`config.mk`:
```
export PLATFORM = sky130hd
export DESIGN_NAME = cpu_dbg_ctrl
export DESIGN_NICKNAME = d
export VERILOG_FILES = /design/src/rtl/dbg_pkg.sv /design/src/rtl/dbg_cmd_rx.sv /design/src/rtl/dbg_run_gate.sv /design/src/rtl/dbg_obs_mux.sv /design/src/rtl/dbg_rsp_tx.sv /design/src/rtl/cpu_dbg_ctrl.sv
export SDC_FILE = /design/constraint.sdc
export NUM_CORES = 1
export LEC_CHECK = 0
export ABC_AREA = 1
export BUFFER_PORTS_ARGS = -buffer_cell sky130_fd_sc_hd__buf_2
export CORE_UTILIZATION = 36
export CTS_CLUSTER_DIAMETER = 120
export DETAILED_ROUTE_END_ITERATION = 8
export PLACE_DENSITY = 0.6
export SETUP_SLACK_MARGIN = 0.5
export SLEW_MARGIN = 10
export SYNTH_ARGS = -nofsm -noshare
export SYNTH_HDL_FRONTEND = slang
export SYNTH_SLANG_ARGS = --single-unit
```
`constraint.sdc`:
```
create_clock -name clk -period 2.72 [get_ports clk]
set_input_delay 0.544 -clock clk [delete_from_list [all_inputs] [get_ports clk]]
set_output_delay 0.544 -clock clk [all_outputs]
set_load 0.05 [all_outputs]
```
`src/rtl/dbg_pkg.sv`:
```
// Package: opcode and source codes plus operand-length helpers for the debug unit.
// Assumes opcodes live in the upper nibble of a command byte.
package dbg_pkg;

    localparam logic [3:0] OP_STEP  = 4'h1;
    localparam logic [3:0] OP_RUN   = 4'h2;
    localparam logic [3:0] OP_HALT  = 4'h3;
    localparam logic [3:0] OP_SEL   = 4'h4;
    localparam logic [3:0] OP_WPC   = 4'h5;
    localparam logic [3:0] OP_WRF   = 4'h6;
    localparam logic [3:0] OP_WIM   = 4'h7;
    localparam logic [3:0] OP_WDM   = 4'h8;
    localparam logic [3:0] OP_RRF   = 4'h9;
    localparam logic [3:0] OP_RIM   = 4'hA;
    localparam logic [3:0] OP_RDM   = 4'hB;
    localparam logic [3:0] OP_RSEL  = 4'hC;

    localparam int NSRC = 8;
    localparam logic [2:0] SRC_PC  = 3'd0;
    localparam logic [2:0] SRC_IM  = 3'd1;
    localparam logic [2:0] SRC_DM  = 3'd2;
    localparam logic [2:0] SRC_RFA = 3'd3;

    typedef enum logic [1:0] {RD_IDLE, RD_ISSUE, RD_CAPT} rd_state_e;

    // Number of address bytes that precede the data bytes of an opcode.
    function automatic logic [3:0] op_addr_len(input logic [3:0] op, input logic [3:0] mem_ab);
        case (op)
            OP_WRF, OP_RRF:                 op_addr_len = 4'd1;
            OP_WIM, OP_WDM, OP_RIM, OP_RDM: op_addr_len = mem_ab;
            default:                        op_addr_len = 4'd0;
        endcase
    endfunction

    // Number of data bytes carried by an opcode.
    function automatic logic [3:0] op_data_len(input logic [3:0] op);
        case (op)
            OP_STEP, OP_WPC, OP_WRF, OP_WIM, OP_WDM: op_data_len = 4'd4;
            OP_SEL:                                  op_data_len = 4'd1;
            default:                                 op_data_len = 4'd0;
        endcase
    endfunction

endpackage

```
`src/rtl/dbg_cmd_rx.sv`:
```
// Module: collects a command byte and its operands from the host link.
// Emits a one-cycle start pulse after the opcode byte and a one-cycle done
// pulse with opcode, address and data once the last operand has arrived.
// Assumes the host never pauses framing; every byte is taken when valid.
module dbg_cmd_rx
    import dbg_pkg::*;
#(
    parameter int ADDR_BYTES = 2,
    parameter int DATA_BYTES = 4
) (
    input  logic                      clk,
    input  logic                      rst_n,
    input  logic                      in_valid,
    input  logic [7:0]                in_byte,
    output logic                      cmd_start,
    output logic                      cmd_done,
    output logic [3:0]                cmd_op,
    output logic [ADDR_BYTES*8-1:0]   cmd_addr,
    output logic [DATA_BYTES*8-1:0]   cmd_data
);
    localparam logic [3:0] AB4 = 4'(ADDR_BYTES);

    logic       collecting_q;
    logic [3:0] alen_q, left_q, idx_q;
    logic [3:0] new_alen, new_len, didx;

    // Operand lengths of an incoming opcode byte and the data index of an operand.
    always_comb begin
        new_alen = op_addr_len(in_byte[7:4], AB4);
        new_len  = new_alen + op_data_len(in_byte[7:4]);
        didx     = idx_q - alen_q;
    end

    // Framing: opcode capture, operand placement and completion pulse.
    always_ff @(posedge clk) begin
        if (!rst_n) begin
            collecting_q <= 1'b0;
            alen_q       <= '0;
            left_q       <= '0;
            idx_q        <= '0;
            cmd_op       <= '0;
            cmd_addr     <= '0;
            cmd_data     <= '0;
            cmd_start    <= 1'b0;
            cmd_done     <= 1'b0;
        end else begin
            cmd_start <= 1'b0;
            cmd_done  <= 1'b0;
            if (in_valid) begin
                if (!collecting_q) begin
                    cmd_op    <= in_byte[7:4];
                    cmd_start <= 1'b1;
                    cmd_addr  <= '0;
                    cmd_data  <= '0;
                    idx_q     <= '0;
                    alen_q    <= new_alen;
                    if (new_len == 4'd0) begin
                        cmd_done <= 1'b1;
                    end else begin
                        collecting_q <= 1'b1;
                        left_q       <= new_len;
                    end
                end else begin
                    for (int k = 0; k < ADDR_BYTES; k++) begin
                        if (idx_q == 4'(k) && idx_q < alen_q)
                            cmd_addr[k*8 +: 8] <= in_byte;
                    end
                    for (int k = 0; k < DATA_BYTES; k++) begin
                        if (didx == 4'(k) && idx_q >= alen_q)
                            cmd_data[k*8 +: 8] <= in_byte;
                    end
                    idx_q  <= idx_q + 4'd1;
                    left_q <= left_q - 4'd1;
                    if (left_q == 4'd1) begin
                        collecting_q <= 1'b0;
                        cmd_done     <= 1'b1;
                    end
                end
            end
        end
    end

    // a completed command never coincides with a new opcode start unless it has no operands
    a_r2_done_after_frame: assert property (@(posedge clk) disable iff (!rst_n)
        (collecting_q && in_valid && left_q == 4'd1) |=> (cmd_done && !cmd_start));

endmodule

```
`src/rtl/dbg_run_gate.sv`:
```
// Module: processor clock-enable gate with counted and free-running modes.
// Assumes at most one of step/run/halt is requested per cycle.
module dbg_run_gate #(
    parameter int CNT_W = 32
) (
    input  logic             clk,
    input  logic             rst_n,
    input  logic             step_go,
    input  logic             run_go,
    input  logic             halt_go,
    input  logic [CNT_W-1:0] step_cnt,
    output logic             running
);
    localparam logic [CNT_W-1:0] ONE = CNT_W'(1);

    logic             free_q;
    logic [CNT_W-1:0] left_q;

    // Run state: halt wins, then free run, then counted load, then countdown.
    always_ff @(posedge clk) begin
        if (!rst_n) begin
            running <= 1'b0;
            free_q  <= 1'b0;
            left_q  <= '0;
        end else if (halt_go) begin
            running <= 1'b0;
            free_q  <= 1'b0;
        end else if (run_go) begin
            running <= 1'b1;
            free_q  <= 1'b1;
        end else if (step_go) begin
            free_q  <= 1'b0;
            left_q  <= step_cnt;
            running <= (step_cnt != '0);
        end else if (running && !free_q) begin
            left_q <= left_q - ONE;
            if (left_q == ONE) running <= 1'b0;
        end
    end

    // a zero count leaves the processor stopped
    a_r2_zero_count: assert property (@(posedge clk) disable iff (!rst_n)
        (step_go && !halt_go && !run_go && step_cnt == '0) |=> !running);
    // the last counted cycle ends the run
    a_r2_last_step: assert property (@(posedge clk) disable iff (!rst_n)
        (running && !free_q && left_q == ONE && !step_go && !run_go && !halt_go) |=> !running);
    // halt stops the clock on the next cycle
    a_r3_halt: assert property (@(posedge clk) disable iff (!rst_n)
        halt_go |=> !running);
    // free run persists without a halt
    a_r3_free_holds: assert property (@(posedge clk) disable iff (!rst_n)
        (running && free_q && !halt_go && !step_go) |=> running);

endmodule

```
`src/rtl/dbg_obs_mux.sv`:
```
// Module: eight-way observation selector. Purely combinational.
// Assumes all sources share one width.
module dbg_obs_mux
    import dbg_pkg::*;
#(
    parameter int DATA_W = 32
) (
    input  logic [DATA_W-1:0] src [NSRC],
    input  logic [2:0]        sel,
    output logic [DATA_W-1:0] word
);
    // Pick the addressed source.
    always_comb word = src[sel];
endmodule

```
`src/rtl/dbg_rsp_tx.sv`:
```
// Module: sends a loaded word to the host as bytes, least significant first,
// each held until the host accepts it. Assumes load only while idle.
module dbg_rsp_tx #(
    parameter int DATA_W = 32
) (
    input  logic              clk,
    input  logic              rst_n,
    input  logic              load,
    input  logic [DATA_W-1:0] word,
    output logic              out_valid,
    output logic [7:0]        out_byte,
    input  logic              out_ready
);
    localparam int NB  = DATA_W / 8;
    localparam int IW  = (NB > 1) ? $clog2(NB) : 1;
    localparam logic [IW-1:0] LAST = IW'(NB - 1);

    logic [DATA_W-1:0] word_q;
    logic [IW-1:0]     idx_q;

    // Byte sequencing with a valid/ready hand-off.
    always_ff @(posedge clk) begin
        if (!rst_n) begin
            out_valid <= 1'b0;
            word_q    <= '0;
            idx_q     <= '0;
        end else if (load) begin
            out_valid <= 1'b1;
            word_q    <= word;
            idx_q     <= '0;
        end else if (out_valid && out_ready) begin
            if (idx_q == LAST) out_valid <= 1'b0;
            else               idx_q <= idx_q + IW'(1);
        end
    end

    // Current byte lane.
    always_comb begin
        out_byte = '0;
        for (int k = 0; k < NB; k++)
            if (idx_q == IW'(k)) out_byte = word_q[k*8 +: 8];
    end

    // an unaccepted byte stays valid and unchanged
    a_r8_hold: assert property (@(posedge clk) disable iff (!rst_n)
        (out_valid && !out_ready && !load) |=> (out_valid && $stable(out_byte)));

endmodule

```
`src/rtl/cpu_dbg_ctrl.sv`:
```
// Module: top of the processor debug unit. Decodes host commands, gates the
// processor clock, drives override strobes while halted and returns observed
// words. Assumes register port 1 follows ovr_rf_addr while halted and both
// memories return read data one cycle after the read strobe.
module cpu_dbg_ctrl
    import dbg_pkg::*;
#(
    parameter int DATA_W = 32,
    parameter int ADDR_W = 16,
    parameter int RF_AW  = 5
) (
    input  logic              clk,
    input  logic              rst_n,
    input  logic              hst_valid,
    input  logic [7:0]        hst_byte,
    output logic              rsp_valid,
    output logic [7:0]        rsp_byte,
    input  logic              rsp_ready,
    output logic              core_clk_en,
    output logic              run_busy,
    output logic              cmd_err,
    output logic              ovr_active,
    output logic              ovr_pc_we,
    output logic              ovr_rf_we,
    output logic              ovr_rf_re,
    output logic [RF_AW-1:0]  ovr_rf_addr,
    output logic              ovr_im_we,
    output logic              ovr_im_re,
    output logic              ovr_dm_we,
    output logic              ovr_dm_re,
    output logic [ADDR_W-1:0] ovr_mem_addr,
    output logic [DATA_W-1:0] ovr_wdata,
    input  logic [DATA_W-1:0] obs_pc,
    input  logic [DATA_W-1:0] obs_im,
    input  logic [DATA_W-1:0] obs_dm,
    input  logic [DATA_W-1:0] obs_rf_a,
    input  logic [DATA_W-1:0] obs_rf_b,
    input  logic [DATA_W-1:0] obs_alu,
    input  logic [DATA_W-1:0] probe0,
    input  logic [DATA_W-1:0] probe1
);
    localparam int ADDR_BYTES = (ADDR_W + 7) / 8;
    localparam int DATA_BYTES = DATA_W / 8;

    logic                    c_start, c_done;
    logic [3:0]              c_op;
    logic [ADDR_BYTES*8-1:0] c_addr;
    logic [DATA_W-1:0]       c_data;
    logic                    step_go, run_go, halt_go;
    logic                    running;
    logic                    tx_load;
    logic [DATA_W-1:0]       tx_word;
    logic [DATA_W-1:0]       srcs [NSRC];
    logic [2:0]              sel_q, rd_src_q;
    rd_state_e               rd_q;
    logic                    is_write, is_read, is_known, accept_w, accept_r, reject;

    dbg_cmd_rx #(.ADDR_BYTES(ADDR_BYTES), .DATA_BYTES(DATA_BYTES)) u_rx (
        .clk(clk), .rst_n(rst_n), .in_valid(hst_valid), .in_byte(hst_byte),
        .cmd_start(c_start), .cmd_done(c_done), .cmd_op(c_op),
        .cmd_addr(c_addr), .cmd_data(c_data)
    );

    // Run-control requests from decoded commands.
    always_comb begin
        step_go = c_done && (c_op == OP_STEP);
        run_go  = c_done && (c_op == OP_RUN);
        halt_go = c_done && (c_op == OP_HALT);
    end

    dbg_run_gate #(.CNT_W(DATA_W)) u_gate (
        .clk(clk), .rst_n(rst_n), .step_go(step_go), .run_go(run_go),
        .halt_go(halt_go), .step_cnt(c_data), .running(running)
    );

    assign core_clk_en = running;
    assign run_busy    = running;
    assign ovr_active  = !running;

    // Observation sources in select-code order.
    always_comb begin
        srcs[0] = obs_pc;
        srcs[1] = obs_im;
        srcs[2] = obs_dm;
        srcs[3] = obs_rf_a;
        srcs[4] = obs_rf_b;
        srcs[5] = obs_alu;
        srcs[6] = probe0;
        srcs[7] = probe1;
    end

    dbg_obs_mux #(.DATA_W(DATA_W)) u_mux (.src(srcs), .sel(rd_src_q), .word(tx_word));

    assign tx_load = (rd_q == RD_CAPT);

    dbg_rsp_tx #(.DATA_W(DATA_W)) u_tx (
        .clk(clk), .rst_n(rst_n), .load(tx_load), .word(tx_word),
        .out_valid(rsp_valid), .out_byte(rsp_byte), .out_ready(rsp_ready)
    );

    // Command class and acceptance.
    always_comb begin
        is_write = (c_op == OP_WPC) || (c_op == OP_WRF) || (c_op == OP_WIM) || (c_op == OP_WDM);
        is_read  = (c_op == OP_RRF) || (c_op == OP_RIM) || (c_op == OP_RDM) || (c_op == OP_RSEL);
        is_known = is_write || is_read || (c_op == OP_STEP) || (c_op == OP_RUN) ||
                   (c_op == OP_HALT) || (c_op == OP_SEL);
        accept_w = c_done && is_write && !running;
        accept_r = c_done && is_read && !running && (rd_q == RD_IDLE) && !rsp_valid;
        reject   = c_done && ((is_write && !accept_w) || (is_read && !accept_r) || !is_known);
    end

    // Override strobes, address/data registers, source select and read sequence.
    always_ff @(posedge clk) begin
        if (!rst_n) begin
            ovr_pc_we    <= 1'b0;
            ovr_rf_we    <= 1'b0;
            ovr_rf_re    <= 1'b0;
            ovr_im_we    <= 1'b0;
            ovr_im_re    <= 1'b0;
            ovr_dm_we    <= 1'b0;
            ovr_dm_re    <= 1'b0;
            ovr_rf_addr  <= '0;
            ovr_mem_addr <= '0;
            ovr_wdata    <= '0;
            sel_q        <= SRC_PC;
            rd_src_q     <= SRC_PC;
            rd_q         <= RD_IDLE;
        end else begin
            ovr_pc_we <= 1'b0;
            ovr_rf_we <= 1'b0;
            ovr_rf_re <= 1'b0;
            ovr_im_we <= 1'b0;
            ovr_im_re <= 1'b0;
            ovr_dm_we <= 1'b0;
            ovr_dm_re <= 1'b0;
            case (rd_q)
                RD_ISSUE: rd_q <= RD_CAPT;
                RD_CAPT:  rd_q <= RD_IDLE;
                default:  rd_q <= RD_IDLE;
            endcase
            if (c_done && c_op == OP_SEL) sel_q <= c_data[2:0];
            if (accept_w) begin
                ovr_wdata <= c_data;
                case (c_op)
                    OP_WPC: ovr_pc_we <= 1'b1;
                    OP_WRF: begin
                        ovr_rf_we   <= 1'b1;
                        ovr_rf_addr <= c_addr[RF_AW-1:0];
                    end
                    OP_WIM: begin
                        ovr_im_we    <= 1'b1;
                        ovr_mem_addr <= c_addr[ADDR_W-1:0];
                    end
                    default: begin
                        ovr_dm_we    <= 1'b1;
                        ovr_mem_addr <= c_addr[ADDR_W-1:0];
                    end
                endcase
            end
            if (accept_r) begin
                rd_q <= RD_ISSUE;
                case (c_op)
                    OP_RRF: begin
                        ovr_rf_re   <= 1'b1;
                        ovr_rf_addr <= c_addr[RF_AW-1:0];
                        rd_src_q    <= SRC_RFA;
                    end
                    OP_RIM: begin
                        ovr_im_re    <= 1'b1;
                        ovr_mem_addr <= c_addr[ADDR_W-1:0];
                        rd_src_q     <= SRC_IM;
                    end
                    OP_RDM: begin
                        ovr_dm_re    <= 1'b1;
                        ovr_mem_addr <= c_addr[ADDR_W-1:0];
                        rd_src_q     <= SRC_DM;
                    end
                    default: rd_src_q <= sel_q;
                endcase
            end
        end
    end

    // Error flag: cleared by a new command byte, set by a rejected command.
    always_ff @(posedge clk) begin
        if (!rst_n)        cmd_err <= 1'b0;
        else if (reject)   cmd_err <= 1'b1;
        else if (c_start)  cmd_err <= 1'b0;
    end

    // strobes are mutually exclusive
    a_r12_one_strobe: assert property (@(posedge clk) disable iff (!rst_n)
        $onehot0({ovr_pc_we, ovr_rf_we, ovr_rf_re, ovr_im_we, ovr_im_re, ovr_dm_we, ovr_dm_re}));
    // no override strobe while the processor runs
    a_r9_halted_only: assert property (@(posedge clk) disable iff (!rst_n)
        (ovr_pc_we || ovr_rf_we || ovr_rf_re || ovr_im_we || ovr_im_re || ovr_dm_we || ovr_dm_re)
        |-> ovr_active);
    // a captured read result is offered to the host on the next cycle
    a_r7_capture_sends: assert property (@(posedge clk) disable iff (!rst_n)
        (rd_q == RD_CAPT) |=> rsp_valid);
    // a rejected command leaves the error flag set
    a_r10_err_set: assert property (@(posedge clk) disable iff (!rst_n)
        reject |=> cmd_err);

endmodule

```
==> flow_summary.toml, run 1 <==
[sta]
grt_setup_unrepaired = "true"
fin_ws_ps = 383
finalSetupTns_ps = 0
clock_skew_ps = 16.2
drv_slew = 0
slew_headroom = 0.388
hold_viol_final = 0
fin_crit_ps = 2340
tightest_slew_ps = 918
setup_viol = 0
fmaxAchievable_ghz = 0.428
finalCritPeriodShare = 0.859

[grt]
track_usage = 0.261
antenna_found_initial = 11
grt_max_degree = 96
grt_pass1_wl_um = 68200
grt_pass1_vias = 12500
overflow = 0

[synth]
netlist_top_cells_area = "dfxtp_1, nor2_1, o21ai_0"
synth_cells = 1762
synth_top_cell_by_area = "dfxtp_1"
yosysWarnings = 0
async_flop_share = 0
avgSynthCellArea_um2 = 6.48
synth_seq_cells = 203
synth-seq-area-share = 0.356
syn_area_um2 = 11400
synth-main-ff-cell = "dfxtp_1"
synth_cell_type_count = 37
synth_top_area_share = 0.356
synth_edf_count = 0
synth_nets = 2046

[placement]
post-dp-hpwl_um = 32800
io_buffer_count = 340
dp_slack_ps = 223
dp_cells = 2421
gp_congestion = 0.980

[cells_and_area]
final_cell_mix = "nor2_1, buf_2, nand2_1"
area_growth_pct = 27.6
drive_above_1_share = 0.232
final_common_cell = "nor2_1"
nNetsFinal = 2348
fin_cells = 2488

[cts]
clk-insertion-delay-late_ps = 540
cts_tree = "built"
cts_root_buf = "clkbuf_16"
cts.sinks = 203
clockBufferDepth = 3
htreeDepth = 1
hold_buffers = 0
clk_pin_slew_ps = 60
cts_made_buffers = 24

[run_status]
status = "completed"

[power_and_ir_drop]
power.leakage_nw = 6.48
vdd_drop_max_v = 0.000543
power_density_nw_per_um2 = 488

[routing]
ant_nets = 0
drc = 0
drtIter0Drc = 1012
viasPerCell = 5.26
finalWirelength_um = 43900
firstDrtPassIters = 5
vias = 13100
routedWlPerCell_um = 17.6

[setup_path]
cp.arrival_ps = 1790
path_class = "flop to output pin"
critPathMaxFanout = 13
crit_path_end_kind = "output pin"
cp-start-kind = "flop"
worstPathRequired_ps = 2180

[die]
num_io_pins = 341
coreArea_um2 = 30900
num_rows = 64
die_area_um2 = 32400
start_util = 0.369
chipHeight_um = 180
fp.dieW_um = 180

[run]
maxCapViolCount = 0

[hold_path]
hold_path_class = "input port to flop"
-- state kept, by name, indices dropped and copies added, names as in the netlist, 2 cells and up --
name,cells
u_rx.cmd_op,4
ovr_wdata,32
u_rx.cmd_data,32
u_rx.alen_q,2
ovr_mem_addr,16
rd_src_q,3
u_tx.word_q,32
u_rx.idx_q,4
sel_q,3
u_rx.cmd_addr,16
ovr_rf_addr,5
u_rx.left_q,4
u_gate.left_q,32
rd_q,2
u_tx.idx_q,2
-- synth_stat cells, types with 12 or more instances --
| master | instances |
|---|---|
| nor2_1 | 359 |
| nand2_1 | 216 |
| o21ai_0 | 216 |
| dfxtp_1 | 203 |
| inv_1 | 155 |
| a21oi_1 | 133 |
| nand3_1 | 117 |
| o211ai_1 | 73 |
| clkbuf_1 | 64 |
| nand4_1 | 38 |
| o21ai_1 | 38 |
| o22ai_1 | 24 |
| buf_2 | 23 |
| ha_1 | 15 |
| nor3_1 | 12 |
-- layout make-up --
type                            count  area [um^2]
Sequential cell                   203         4080
Antenna cell                       11         27.5
Tap cell                          396          495
Fill cell                        3254        16300
Clock inverter                      9         72.6
Multi-Input combinational cell   1288         6420
Timing Repair inverter              1         7.51
Timing Repair Buffer              380         2120
Clock buffer                       34          688
Inverter                          166          648
-- timing repair --
item / CTS / global route
pin swaps: 7 / 7
setup endpoints to repair: 13 / 68
hold endpoints to repair: 0 / 0
buffers inserted: 5 / 6
resized for setup: 51 / 25
gates cloned: 1 / 1
-- critical path, stage by stage, from the launching register on --
cell      delay, ps
dfxtp_4         370
inv_4            80
ha_4            200
inv_8            70
o21ai_1         150
o221ai_2        120
o21ai_2          90
buf_6           190
-- where the power goes --
| group | internal [mW] | switching [mW] | leakage (nW) |
|---|---|---|---|
| registers | 3.01 | 0.0362 | 1.64 |
| logic | 0.371 | 0.602 | 4.46 |
| clock network | 1.77 | 1.32 | 0.377 |
-- routing by layer --
layer / vias up / global-route usage / wire [um]
met4: 0 / 0.118 / 1820
met2: 501 / 0.456 / 21200
met3: 96 / 0.0319 / 2750
met1: 5949 / 0.319 / 18100
met5: - / 0 / 0
li1: 6532 / - / -
-- final timing paths --
check / start / slack, ps / to / cells past startpoint
setup / recovery: u_tx.idx_q[1]$_SDFFE_PP0P_ / 380 / rsp_byte[3] / 7
hold / removal: hst_byte[5] / 350 / u_rx.cmd_op[1]$_SDFFE_PN0P_ / 3
setup reg to reg: u_rx.idx_q[0]$_SDFFE_PN0P_ / 640 / u_rx.cmd_data[30]$_SDFFE_PN0P_ / 11
hold reg to reg: rd_q[1]$_SDFF_PP0_ / 430 / rd_q[1]$_SDFF_PP0_ / 1
-- cell families after synthesis --
kind of cell,after synthesis,synth area share
adder cells (fa/ha/maj),16,0.0182
AND/OR/NAND/NOR,757,0.278
flip-flops,203,0.356
AO/OA/AOI/OAI,503,0.244
buffers and inverters,271,0.0953
XOR/XNOR,12,0.00921
-- metrics by stage --
step                instance area [um^2]  utilization  hold WS [ps]  power (mW)
floorplan                          11400            -           397        3.65
global placement                   13400        0.435           409        4.03
detailed placement                 13400        0.435           419        4.04
CTS                                14400        0.465           338        7.14
global route                       14600        0.471           374        7.43
finish                             14600        0.471           352        7.11
(Power assumes the default switching activity.)
==> run 2, diff against run 1 <==
--- a/config.mk
+++ b/config.mk
@@ -7,10 +7,12 @@
 export LEC_CHECK = 0
 export ABC_AREA = 1
 export BUFFER_PORTS_ARGS = -buffer_cell sky130_fd_sc_hd__buf_2
+export CELL_PAD_IN_SITES_DETAIL_PLACEMENT = 1
+export CELL_PAD_IN_SITES_GLOBAL_PLACEMENT = 1
 export CORE_UTILIZATION = 36
 export CTS_CLUSTER_DIAMETER = 120
 export DETAILED_ROUTE_END_ITERATION = 8
-export PLACE_DENSITY = 0.6
+export PLACE_DENSITY = 0.82
 export SETUP_SLACK_MARGIN = 0.5
 export SLEW_MARGIN = 10
 export SYNTH_ARGS = -nofsm -noshare
==> flow_summary.toml, run 2 (synthesized netlist as in run 1, its figures left out) <==
[cells_and_area]
final_cell_mix = "nor2_1, buf_2, nand2_1"
final_common_cell = "nor2_1"
fin_cells = 2493
utilization = 0.476
drive_above_1_share = 0.239
nNetsFinal = 2361
area_growth_pct = 28.9
finalInstanceArea_um2 = 14700
n_fill_cell = 4154

[die]
num_io_pins = 341
coreArea_um2 = 30900
start_util = 0.369
fp.dieW_um = 180
chipHeight_um = 180
num_rows = 64
die_area_um2 = 32400

[routing]
met2_length_um = 23800
top_layer = "met5"
routedWlPerCell_um = 19.4
ant_nets = 0
viasPerCell = 5.46
vias = 13600
firstDrtPassIters = 5
drc = 0
met3WireLength_um = 2970
drtIter0Drc = 711
routedLengthMet1_um = 19800
finalWirelength_um = 48300

[placement]
io_buffer_count = 340
post-dp-hpwl_um = 36000
dp_slack_ps = 195
placed_area_um2 = 13500
gp_congestion = 0.948
dp_cells = 2428

[sta]
finalSetupTns_ps = 0
finalCritPeriodShare = 0.870
hold_viol_final = 0
whs_ps = 388
fmaxAchievable_ghz = 0.423
clock_skew_ps = 5.59
grt_setup_unrepaired = "true"
setup_viol = 0
fin_ws_ps = 354
tightest_slew_ps = 819
slew_headroom = 0.453
fin_crit_ps = 2370
drv_slew = 0

[setup_path]
crit_chain = "inv_6 -> ha_4 -> nor3_2 -> o221ai_2 -> o21ai_4 -> buf_8"
worstPathRequired_ps = 2180
crit_slowest_cell = "dfxtp_4"
cp.arrival_ps = 1820
critPathMaxStageDelay_ps = 400
path_class = "flop to output pin"
cp-start-kind = "flop"
critPathMaxFanout = 4
crit_path_end_kind = "output pin"

[grt]
overflow = 0
grt_pass1_vias = 13600
grt_max_degree = 129
antenna_found_initial = 7
grt_pass1_wl_um = 74600
track_usage = 0.286

[run]
maxCapViolCount = 0

[cts]
cts_root_buf = "clkbuf_16"
hold_buffers = 0
cts_tree = "built"
cts_made_buffers = 22
htreeDepth = 1
cts.sinks = 203
clk_pin_slew_ps = 60
clockBufferDepth = 3
clk-insertion-delay-late_ps = 510

[power_and_ir_drop]
vdd_drop_max_v = 0.000412
power.leakage_nw = 6.58
power_density_nw_per_um2 = 489
finalPower_mw = 7.20

[hold_path]
hold_path_class = "input port to flop"

[run_status]
status = "completed"
run 2: changes by cell type in the layout (fill, tap and decap cells not counted), sizes merged:
cell / delta
clkbuf: -2
inv: -1
clkinv: -4
bufinv: +2
diode: -7
clkinvlp: +1
buf: +16
run 2: critical path, delay by kind of cell (launching register included):
kind,cells,cell delay [ps]
DFF,1,400
AOI/OAI and AO/OA,2,260
buffers and inverters,2,250
and+or+nand+nor,1,220
adders and majority gates,1,190
run 2: power by group:
group	switching, mW	total, mW	internal, mW	leakage (nW)
Combinational	0.633	1.01	0.380	4.56
Sequential	0.0372	3.05	3.01	1.64
Clock	1.26	3.13	1.88	0.370
Total	1.93	7.20	5.27	6.58
run 2: path summary, 6_finish.rpt:
path / start / end / slack [ps] / cells past startpoint
setup / recovery: u_tx.idx_q[1]$_SDFFE_PP0P_ / rsp_byte[3] / 350 / 6
setup reg to reg: u_rx.idx_q[0]$_SDFFE_PN0P_ / u_rx.cmd_data[31]$_SDFFE_PN0P_ / 520 / 12
hold reg to reg: rd_q[1]$_SDFF_PP0_ / rd_q[1]$_SDFF_PP0_ / 430 / 1
hold / removal: hst_byte[5] / u_rx.cmd_op[1]$_SDFFE_PN0P_ / 390 / 3
run 2: cell type report:
cell class | count | area, um^2 | area share
diodes | 4 | 10.0 | 0.000680
clock buffers | 33 | 663 | 0.0451
clock inverters | 7 | 91.3 | 0.00621
inverters | 166 | 656 | 0.0445
multi-input cells | 1288 | 6450 | 0.438
flip-flops and latches | 203 | 4080 | 0.277
well taps | 396 | 495 | 0.0337
repair buffers | 395 | 2260 | 0.154
repair inverters | 1 | 7.51 | 0.000510
run 2: layer usage:
layer / vias up / GRT usage
met5: - / 0
met4: 2 / 0.117
met3: 105 / 0.0489
met2: 448 / 0.503
met1: 6509 / 0.345
li1: 6539 / -
run 2: timing repair:
item | CTS | global route
setup endpoints to repair | 48 | 95
endpoints found under the hold margin | 0 | 0
gates cloned | 1 | 1
setup buffers | 6 | 13
pin swaps | 9 | 12
resized for setup | 60 | 26
==> run 3, diff against run 2 <==
--- a/config.mk
+++ b/config.mk
@@ -9,10 +9,10 @@
 export BUFFER_PORTS_ARGS = -buffer_cell sky130_fd_sc_hd__buf_2
 export CELL_PAD_IN_SITES_DETAIL_PLACEMENT = 1
 export CELL_PAD_IN_SITES_GLOBAL_PLACEMENT = 1
-export CORE_UTILIZATION = 36
+export CORE_UTILIZATION = 30
 export CTS_CLUSTER_DIAMETER = 120
 export DETAILED_ROUTE_END_ITERATION = 8
-export PLACE_DENSITY = 0.82
+export PLACE_DENSITY = 0.71
 export SETUP_SLACK_MARGIN = 0.5
 export SLEW_MARGIN = 10
 export SYNTH_ARGS = -nofsm -noshare
==> flow_summary.toml, run 3 (synthesized netlist as in run 1, its figures left out) <==
[grt]
grt_use_met3 = 0.0309
grtUsageMet1 = 0.294
grt_util_met2 = 0.438
grt_pass1_vias = 13500
antenna_found_initial = 3
track_usage = 0.241
grt_pass1_wl_um = 74700
overflow = 0
grt_max_degree = 129
top_usage_layer = "met2"

[cells_and_area]
finalInstanceArea_um2 = 14700
utilization = 0.392
final_common_cell = "nor2_1"
final_cell_mix = "nor2_1, buf_2, nand2_1"
fin_cells = 2588
nNetsFinal = 2347
area_growth_pct = 29.2
n_fill_cell = 4983
drive_above_1_share = 0.231

[routing]
drtIter0Drc = 744
viasPerCell = 5.14
ant_nets = 0
routedWlPerCell_um = 18.6
drc = 0
finalWirelength_um = 48100
firstDrtPassIters = 7
vias = 13300

[die]
num_io_pins = 341
coreArea_um2 = 37600
die_area_um2 = 38800
fp.dieW_um = 197
num_rows = 71
chipHeight_um = 197
start_util = 0.304

[power_and_ir_drop]
internal_power_mw = 5.38
power_density_nw_per_um2 = 497
vdd_drop_max_v = 0.000446
switching_share = 0.265
power_frac_seq = 0.417
p_comb_frac = 0.138
finalPower_mw = 7.32
power.leakage_nw = 6.48
pwr-share-clk = 0.445
p_sw_mw = 1.94

[sta]
fmaxAchievable_ghz = 0.430
setup_viol = 0
fin_crit_ps = 2330
whs_ps = 372
finalSetupTns_ps = 0
clock_skew_ps = 7.46
slew_headroom = 0.531
tightest_slew_ps = 704
drv_slew = 0
fin_ws_ps = 393
grt_setup_unrepaired = "true"
finalCritPeriodShare = 0.855
hold_viol_final = 0

[hold_path]
hold_path_class = "input port to flop"

[cts]
htreeDepth = 1
cts_root_buf = "clkbuf_16"
clockBufferDepth = 3
cts.sinks = 203
hold_buffers = 0
clk-insertion-delay-late_ps = 520
cts_tree = "built"
cts_made_buffers = 25
clk_pin_slew_ps = 50

[setup_path]
critPathMaxStageDelay_ps = 390
cp-start-kind = "flop"
crit_slowest_cell = "dfxtp_4"
crit_chain = "inv_6 -> ha_4 -> nor3_1 -> o221ai_1 -> o21ai_1 -> buf_6"
path_class = "flop to output pin"
critPathMaxFanout = 4
cp.arrival_ps = 1780
worstPathRequired_ps = 2180
crit_path_end_kind = "output pin"

[placement]
post-dp-hpwl_um = 36000
dp_slack_ps = 181
io_buffer_count = 340
gp_congestion = 0.897
dp_cells = 2537
placed_area_um2 = 13600

[run]
maxCapViolCount = 0

[run_status]
status = "completed"
-- run 3: layout make-up --
class | count | area, um^2 | share of cell area
clock buffer | 35 | 713 | 0.0484
inverter | 166 | 673 | 0.0457
sequential | 203 | 4080 | 0.277
multi-input combinational | 1288 | 6430 | 0.436
antenna | 3 | 7.51 | 0.000509
clock inverter | 3 | 67.6 | 0.00458
timing repair buffer | 379 | 2130 | 0.144
tap | 511 | 639 | 0.0434
-- run 3: critical path, delay by kind of cell, from the launching register on --
kind	cells	cell delay (ps)
flip-flops	1	390
buffers and inverters	2	250
adder cells (fa/ha/maj)	1	180
AO/OA/AOI/OAI	2	240
AND/OR/NAND/NOR	1	190
-- run 3: repair_timing --
action / 4_1_cts / 5_1_grt
buffers inserted: 5 / 4
pin swaps: 5 / 8
endpoints found under the setup margin: 34 / 72
resized for setup: 59 / 26
cloned: 0 / 1
-- run 3: final timing paths --
| path | start | endpoint | slack [ps] | cells past startpoint |
|---|---|---|---|---|
| min | rsp_ready | u_tx.out_valid$_SDFFE_PN0P_ | 370 | 3 |
| max | u_tx.idx_q[1]$_SDFFE_PP0P_ | rsp_byte[6] | 390 | 6 |
| min reg2reg | rd_q[1]$_SDFF_PP0_ | rd_q[1]$_SDFF_PP0_ | 450 | 1 |
| max reg2reg | u_rx.idx_q[0]$_SDFFE_PN0P_ | u_rx.cmd_data[18]$_SDFFE_PN0P_ | 660 | 11 |
-- run 3: power groups by stage --
stage               clock, mW  combinational (mW)  sequential, mW
floorplan                   0               0.497            3.16
global placement            0               0.921            3.12
detailed placement          0               0.943            3.12
CTS                      3.34               0.967            3.05
global route             3.45                1.12            3.06
finish                   3.26                1.01            3.05
-- run 3: metal layers --
layer,share of wire,up-vias
li1,-,6501
met1,0.43,6358
met2,0.49,364
met3,0.047,81
met4,0.028,0
met5,0,-
